## src/rtl/gpio_blink_pkg.sv

```systemverilog
package gpio_blink_pkg;
  localparam int unsigned NUM_SETS = 2;
  localparam int unsigned SET_W    = (NUM_SETS > 1) ? $clog2(NUM_SETS) : 1;
  localparam int unsigned ADDR_W   = 3;
  localparam logic [ADDR_W-1:0] ADDR_ON  = 3'h0;
  localparam logic [ADDR_W-1:0] ADDR_OFF = 3'h4;
endpackage

```

## src/rtl/gpio_blink_regs.sv

```systemverilog
module gpio_blink_regs
  import gpio_blink_pkg::*;
#(
  parameter int unsigned CNT_W = 32
) (
  input  logic                            clk_i,
  input  logic                            rst_ni,
  input  logic                            wr_en_i,
  input  logic [SET_W-1:0]                wr_set_i,
  input  logic [ADDR_W-1:0]               wr_addr_i,
  input  logic [CNT_W-1:0]                wr_data_i,
  output logic [NUM_SETS-1:0][CNT_W-1:0]  on_cfg_o,
  output logic [NUM_SETS-1:0][CNT_W-1:0]  off_cfg_o
);
  for (genvar s = 0; s < NUM_SETS; s++) begin : g_set
    logic hit;
    assign hit = wr_en_i && (wr_set_i == SET_W'(s));

    always_ff @(posedge clk_i or negedge rst_ni) begin
      if (!rst_ni) begin
        on_cfg_o[s]  <= '0;
        off_cfg_o[s] <= '0;
      end else if (hit) begin
        if (wr_addr_i == ADDR_ON)  on_cfg_o[s]  <= wr_data_i;
        if (wr_addr_i == ADDR_OFF) off_cfg_o[s] <= wr_data_i;
      end
    end
  end
endmodule

```

## src/rtl/gpio_blink_timer.sv

```systemverilog
module gpio_blink_timer #(
  parameter int unsigned CNT_W = 32
) (
  input  logic             clk_i,
  input  logic             rst_ni,
  input  logic [CNT_W-1:0] on_cfg_i,
  input  logic [CNT_W-1:0] off_cfg_i,
  output logic             phase_o
);
  logic [CNT_W-1:0] act_on_q, act_off_q, cnt_q, cur_dur;
  logic             phase_q, degen, at_end, phase_nxt;

  // a degenerate set re-samples its durations every cycle
  assign degen   = (act_on_q == '0) || (act_off_q == '0);
  assign cur_dur = phase_q ? act_on_q : act_off_q;
  assign at_end  = degen || (cnt_q == cur_dur - CNT_W'(1));

  always_comb begin
    if (on_cfg_i == '0)       phase_nxt = 1'b0;
    else if (off_cfg_i == '0) phase_nxt = 1'b1;
    else if (degen)           phase_nxt = 1'b1;
    else                      phase_nxt = ~phase_q;
  end

  always_ff @(posedge clk_i or negedge rst_ni) begin
    if (!rst_ni) begin
      act_on_q  <= '0;
      act_off_q <= '0;
      cnt_q     <= '0;
      phase_q   <= 1'b0;
    end else if (at_end) begin
      act_on_q  <= on_cfg_i;
      act_off_q <= off_cfg_i;
      cnt_q     <= '0;
      phase_q   <= phase_nxt;
    end else begin
      cnt_q <= cnt_q + CNT_W'(1);
    end
  end

  assign phase_o = phase_q;
endmodule

```

## src/rtl/gpio_blink_line_mux.sv

```systemverilog
module gpio_blink_line_mux
  import gpio_blink_pkg::*;
#(
  parameter int unsigned NUM_LINES = 32
) (
  input  logic                 clk_i,
  input  logic                 rst_ni,
  input  logic [NUM_SETS-1:0]  phase_i,
  input  logic [NUM_LINES-1:0] out_latch_i,
  input  logic [NUM_LINES-1:0] blink_en_i,
  input  logic [NUM_LINES-1:0] cnt_sel_i,
  input  logic [NUM_LINES-1:0] dir_in_i,
  output logic [NUM_LINES-1:0] pad_o,
  output logic [NUM_LINES-1:0] pad_oe_o
);
  for (genvar i = 0; i < NUM_LINES; i++) begin : g_line
    logic val;
    always_comb begin
      if (dir_in_i[i])        val = 1'b0;
      else if (blink_en_i[i]) val = phase_i[cnt_sel_i[i]];
      else                    val = out_latch_i[i];
    end

    always_ff @(posedge clk_i or negedge rst_ni) begin
      if (!rst_ni) begin
        pad_o[i]    <= 1'b0;
        pad_oe_o[i] <= 1'b0;
      end else begin
        pad_o[i]    <= val;
        pad_oe_o[i] <= ~dir_in_i[i];
      end
    end
  end
endmodule

```

## src/rtl/gpio_blink_gen.sv

```systemverilog
module gpio_blink_gen
  import gpio_blink_pkg::*;
#(
  parameter int unsigned NUM_LINES = 32,
  parameter int unsigned CNT_W     = 32
) (
  input  logic                 clk_i,
  input  logic                 rst_ni,
  input  logic                 wr_en_i,
  input  logic [SET_W-1:0]     wr_set_i,
  input  logic [ADDR_W-1:0]    wr_addr_i,
  input  logic [CNT_W-1:0]     wr_data_i,
  input  logic [NUM_LINES-1:0] out_latch_i,
  input  logic [NUM_LINES-1:0] blink_en_i,
  input  logic [NUM_LINES-1:0] cnt_sel_i,
  input  logic [NUM_LINES-1:0] dir_in_i,
  output logic [NUM_LINES-1:0] pad_o,
  output logic [NUM_LINES-1:0] pad_oe_o
);
  logic [NUM_SETS-1:0][CNT_W-1:0] on_cfg, off_cfg;
  logic [NUM_SETS-1:0]            phase;

  gpio_blink_regs #(.CNT_W(CNT_W)) i_regs (
    .clk_i, .rst_ni, .wr_en_i, .wr_set_i, .wr_addr_i, .wr_data_i,
    .on_cfg_o (on_cfg),
    .off_cfg_o(off_cfg)
  );

  for (genvar s = 0; s < NUM_SETS; s++) begin : g_timer
    gpio_blink_timer #(.CNT_W(CNT_W)) i_timer (
      .clk_i, .rst_ni,
      .on_cfg_i (on_cfg[s]),
      .off_cfg_i(off_cfg[s]),
      .phase_o  (phase[s])
    );
  end

  gpio_blink_line_mux #(.NUM_LINES(NUM_LINES)) i_mux (
    .clk_i, .rst_ni,
    .phase_i(phase),
    .out_latch_i, .blink_en_i, .cnt_sel_i, .dir_in_i,
    .pad_o, .pad_oe_o
  );
endmodule

```

## config.mk

```make
export PLATFORM = sky130hd
export DESIGN_NAME = gpio_blink_gen
export DESIGN_NICKNAME = d
export VERILOG_FILES = /design/src/rtl/gpio_blink_pkg.sv /design/src/rtl/gpio_blink_regs.sv /design/src/rtl/gpio_blink_timer.sv /design/src/rtl/gpio_blink_line_mux.sv /design/src/rtl/gpio_blink_gen.sv
export SDC_FILE = /design/constraint.sdc
export NUM_CORES = 1
export LEC_CHECK = 0
export ABC_AREA = 1
export BUFFER_PORTS_ARGS = -buffer_cell sky130_fd_sc_hd__buf_2
export CORE_MARGIN = 5
export CORE_UTILIZATION = 60
export CTS_CLUSTER_DIAMETER = 30
export CTS_CLUSTER_SIZE = 8
export DETAILED_ROUTE_END_ITERATION = 8
export GPL_TIMING_DRIVEN = 0
export PLACE_DENSITY = 0.8
export SETUP_SLACK_MARGIN = 0.5
export SLEW_MARGIN = 5
export SYNTH_ARGS = -nofsm -noshare
export SYNTH_HDL_FRONTEND = slang
export SYNTH_SLANG_ARGS = --single-unit
```

## constraint.sdc

```tcl
create_clock -name clk_i -period 4 [get_ports clk_i]
set_clock_uncertainty 0.1 [all_clocks]
set_input_delay 0.6 -clock clk_i [delete_from_list [all_inputs] [get_ports clk_i]]
set_output_delay 0.6 -clock clk_i [all_outputs]
set_load 0.005 [all_outputs]
```

After elaboration in Yosys (flattened, before gate mapping)
Cells that the tools add are included.
{ "word_totals": {"regBits": 386, "out_inout_bits": 64} }
{ "op_classes": {"n_addsub": 4, "order_cmp": 32, "n_eq_ne": 3, "n_mux": 138, "bitwise_logic": 35, "n_reduce_logical": 19} }
{ "op_table": {"columns": ["cell", "n"], "rows": [
  ["logical NOT 32 bit", 8],
  ["two-way mux 1 bit", 134],
  ["two-way mux 32 bit", 4],
  ["adder 32 x 1 -> 32 bit (second input constant)", 2],
  ["== test 32 bit", 2],
  ["less-than comparator 1 x 2 -> 1 bit (second input constant)", 32],
  ["subtractor 32 x 1 -> 32 bit (second input constant)", 2],
  ["inverter 1 bit", 35],
  ["AND reduction 2 bit", 4],
  ["logical OR 1 bit", 4],
  ["== test 3 bit (second input constant)", 1],
  ["logical NOT 3 bit", 1],
  ["logical AND 1 bit", 2]
]} }

Logic depth before layout (Yosys ltp)
{ "logic_depth": {"ltp_word": 5, "ltp_mapped": 23} }

Hierarchy
A second synthesis with hierarchy kept.
{ "unflattened": {"cells_unflattened": 3024, "area_unflattened_um2": 21642.0} }
{ "by_module_without_submodules": {"columns": ["mod", "n_inst", "cells_per_inst", "area_per_inst_um2", "seq_area_each_um2"], "rows": [
  ["gpio_blink_timer at g_timer[1].i_timer", 1, 1055, 6776.5, 2427.3],
  ["gpio_blink_timer at g_timer[0].i_timer", 1, 1035, 6691.4, 2427.3],
  ["gpio_blink_regs", 1, 576, 5327.6, 3203.1],
  ["gpio_blink_line_mux", 1, 358, 2846.5, 1601.5]
]} }

Least setup slack after synthesis
OpenSTA, ideal clock, no wires.
{ "synth_path": {"path_kind": "register to register", "startpoint": "reg g_timer[0].i_timer.phase_q", "endpoint": "reg g_timer[0].i_timer.act_off_q[10]", "setup_time_ns": 0.117, "t_arrival_ns": 2.553, "t_required_ns": 3.783, "setup_slack_ns": 1.231, "stages_incl_launch_ff": 20, "period_less_slack_ns": 2.769, "path_cell_list": "dfrtp_1 -> buf_6 -> buf_4 -> o21ai_1 -> ha_1 -> nand3_1 -> nor2_2 -> nand3_2 -> nor2_4 -> nand3_1 -> nand2_1 -> inv_1 -> nor2_1 -> nand2_1 -> nor2_1 -> nand3_2 -> buf_2 -> buf_2 -> nand3_1 -> nand2_1"} }
{ "synth_between": {"elab_chain_len": 4} }
{ "synth_rtl": {"columns": ["item", "line_no", "source"], "rows": [
  ["start, declared", "gpio_blink_timer.sv:11", "logic phase_q, degen, at_end, phase_nxt;"],
  ["start signal, assigned", "gpio_blink_timer.sv:35", "phase_q <= phase_nxt;"],
  ["two-way mux 32 bit", "gpio_blink_timer.sv:15", "assign cur_dur = phase_q ? act_on_q : act_off_q;"],
  ["subtractor 32 x 1 -> 32 bit", "gpio_blink_timer.sv:16", "assign at_end = degen || (cnt_q == cur_dur - CNT_W'(1));"],
  ["== test 32 bit", "gpio_blink_timer.sv:16", null],
  ["logical OR 1 bit", "gpio_blink_timer.sv:16", null],
  ["end signal, assigned", "gpio_blink_timer.sv:33", "act_off_q <= off_cfg_i;"],
  ["end, declared", "gpio_blink_timer.sv:10", "logic [CNT_W-1:0] act_on_q, act_off_q, cnt_q, cur_dur;"]
]} }
No other way between the ends.
A chain may end at the register's enable or synchronous reset.

Worst setup path after layout
{ "layout_path": {"startpoint": "reg g_timer[0].i_timer.phase_q", "endpoint": "reg g_timer[0].i_timer.act_off_q[13]"} }
The elaborated chain is that of the path after synthesis.

==> impl_metrics.yaml <==
timing:
  fmax_ghz: 0.298
  hold_ws_ps: 42.4
  setup_tns_ps: 0
  setup_slack_ps: 643
  hold_viol_final: 0
  finalCriticalPeriod_ps: 3360
  fin_crit_sh_pct: 83.9
  max_slew.worst_pin.slew_ps: 906
  rsz0062_at_grt: "no"
  finalMaxSlewViolations: 0
  slew-limit-headroom_pct: 38.8
  setup_viol: 0
global_routing:
  grt_max_degree: 120
  use_met3_pct: 7.61
  top_usage_layer: "met2"
  first_global_vias: 19300
  grtUsageMet2_pct: 51.7
  grt_pass1_wl_um: 102000
  grtUsageTotal_pct: 33.5
  antenna_found_initial: 0
  use_met1_pct: 48.0
  grt_overflow: 0
pwr:
  power_density_nw_per_um2: 803
  power_mw: 20.3
  cellLeakagePower_nw: 13.3
  ir_worst_vdd_mv: 0.544
die:
  coreArea_um2: 33400
  die_y_um: 194
  io_pins: 231
  dieArea_um2: 37500
  num_rows: 67
  start_util_pct: 60.6
  die_w_um: 194
clock_tree:
  path_clk_slew_ps: 50
  cts-root-buf: "clkbuf_16"
  insertion_delay_ps: 620
  cts.sinks: 386
  cts_tree: "yes"
  cts_buffer_depth: 3
  h-tree-depth: 3
  cts_buffers: 86
cells_and_area:
  diodes: 0
  fillers: 2447
  final_common_cell: "nand2_1"
  layout-drive-gt1-share_pct: 15.7
  final_cell_mix: "931 x nand2_1, 386 x dfrtp_1, 329 x inv_1"
  layout.nets: 3187
  area_growth_syn_to_layout_pct: 25.0
  fin_util_pct: 75.7
  finalNonFillerCells: 3532
  finalInstanceArea_um2: 25300
setup_path:
  crit_cells: 20
  path_cells: "buf_6 > buf_6 > buf_6 > o21ai_1 > nand2_1 > nor2_1 > nand2_1 > nor2_1 > nand2_1 > nand2_1 > nand2_1 > nor2_1 > nand2_1 > nor2_1 > nand3_4 > nand2_4 > buf_12 > buf_4 > nand2_1 > nand2_1"
  critPathRequiredTime_ps: 4430
  cpMostUsedCell: "nand2_1"
  path_class: "reg -> reg"
  start_kind: "register"
  regToRegStartpoint: "g_timer[0].i_timer.phase_o"
  cp_slowest_cell: "o21ai_1"
  crit_family: "simple AND/OR/NAND/NOR gates"
  crit_path_end: "g_timer[0].i_timer.act_off_q[13]"
  reg2reg_depth: 20
  crit_start: "g_timer[0].i_timer.phase_o"
  slowest_delay_ps: 540
  r2r-end: "g_timer[0].i_timer.act_off_q[13]"
  rrSetupSlack_ps: 640
  path_max_fanout: 10
  arrival_ps: 3790
  endpoint_kind: "register"
  critical_path_buf_inv_count: 5
drt:
  viasPerCell: 5.63
  ant_nets: 0
  drtIter0Drc: 1945
  drt-total-wl_um: 63900
  post_drt_wl_per_cell_um: 18.1
  vias: 19900
  first_pass_iters: 6
  drc: 0
logic_synthesis:
  synth_edf_count: 0
  yosysSeqAreaShare_pct: 47.7
  synth-seq-cells: 386
  post_synth_num_cell_types: 36
  synth_top_area_cell: "dfrtp_1"
  ys_warn_count: 0
  synth_area_leaders: "dfrtp_1 48%, nand2_1 17%, inv_1 6.1%"
  synth_async_sr_flop_share_pct: 100
  postSynthCellCount: 2689
  synth.avg_cell_area_um2: 7.53
  synth.top_cell.area_share_pct: 47.7
  syn-num-nets: 2860
  syn-cell-area_um2: 20300
  ys.flop_type: "dfrtp_1"
placed_design:
  dp_hpwl_um: 46800
  placedInstanceArea_um2: 22100
  numPlacedInstances: 3370
  gp_congestion: 0.962
  portBuffers: 230
  dpl_worst_slack_ps: 464
status:
  status: "finished, final reports clean"
min_path:
  hp-class: "in -> reg"
run:
  cap_violations: 0
## synth_stat cells (all sizes together), types with 4 or more instances
master,number
nand4,37
o21bai,13
nor4,55
nand3,220
nand2,941
xor2,91
o21ai,170
or4,4
nand3b,4
xnor2,10
inv,335
nor2,228
nor3,20
clkbuf,44
buf,54
ha,4
dfrtp,386
o211ai,64
## kinds of logic (layout without fill, tap and decap cells)
group	count (synthesis)	after routing	share of synthesized area (%)
buf+inv	433	828	8.95
xor+xnor	102	102	4.48
simple gates	1512	1512	31.4
compound gates	252	252	7.26
fa+ha+maj	4	4	0.247
flops	386	386	47.7
## sequential cells by signal, indices dropped and copies added, names as in the netlist
signal                     cells
g_timer.i_timer.act_on_q      64
i_mux.pad_oe_o                32
g_timer.i_timer.act_off_q     64
g_timer.i_timer.cnt_q         64
i_regs.on_cfg_o               64
i_mux.pad_o                   32
i_regs.off_cfg_o              64
g_timer.i_timer.phase_o        2
## layer usage
layer  routed length (µm)  part of all wire (%)  up-vias
met2                28900                    45     1010
li1                     -                     -     9225
met1                26800                    42     9531
met3                 6530                    10      135
met5                    0                     0        -
met4                 1590                   2.5        0
## power by group
group / switching, mW / leakage (nW) / total [mW] / internal [mW]
Clock: 2.31 / 1.48 / 7.29 / 4.98
Sequential: 0.846 / 5.00 / 5.67 / 4.83
Combinational: 4.86 / 6.77 / 7.38 / 2.52
## worst min-delay path by stage
stage / start / depth (start not counted) / endpoint / slack [ps]
after floorplan: rst_ni / 0 / g_timer[0].i_timer.act_off_q[0] / 200
after global placement: i_regs.on_cfg_o[61] / 2 / g_timer[1].i_timer.act_on_q[29] / 370
after detailed placement: i_regs.on_cfg_o[58] / 2 / g_timer[1].i_timer.act_on_q[26] / 370
after CTS: dir_in_i[12] / 2 / i_mux.pad_oe_o[12] / 30
after global routing: dir_in_i[29] / 2 / i_mux.pad_oe_o[29] / 40
final: dir_in_i[12] / 2 / i_mux.pad_oe_o[12] / 40
## cell type report
cell class	count	area (µm²)	area share [%]
flip-flops and latches	386	9660	38.1
multi-input cells	1870	8900	35.2
clock buffers	111	2430	9.59
repair buffers	239	1320	5.20
inverters	335	1260	4.99
clock inverters	45	603	2.38
plain buffers	98	588	2.32
well taps	448	561	2.21
## worst register-to-register path: stages (launching register included)
cell,delay (ps)
dfrtp_1,370
buf_6,130
buf_6,140
buf_6,140
o21ai_1,540
nand2_1,170
nor2_1,130
nand2_1,60
nor2_1,140
nand2_1,70
nand2_1,60
nand2_1,40
nor2_1,100
nand2_1,70
nor2_1,200
nand3_4,200
nand2_4,140
buf_12,170
buf_4,180
nand2_1,70
nand2_1,70
## what timing repair did
item,in CTS,in global routing
resized for setup,6,33
endpoints found under the hold margin,54,0
setup buffers,1,4
endpoints found under the setup margin,65,192
pin swaps,2,3
hold buffers,1,0
Note: power is estimated with default switching activity, not from simulation.
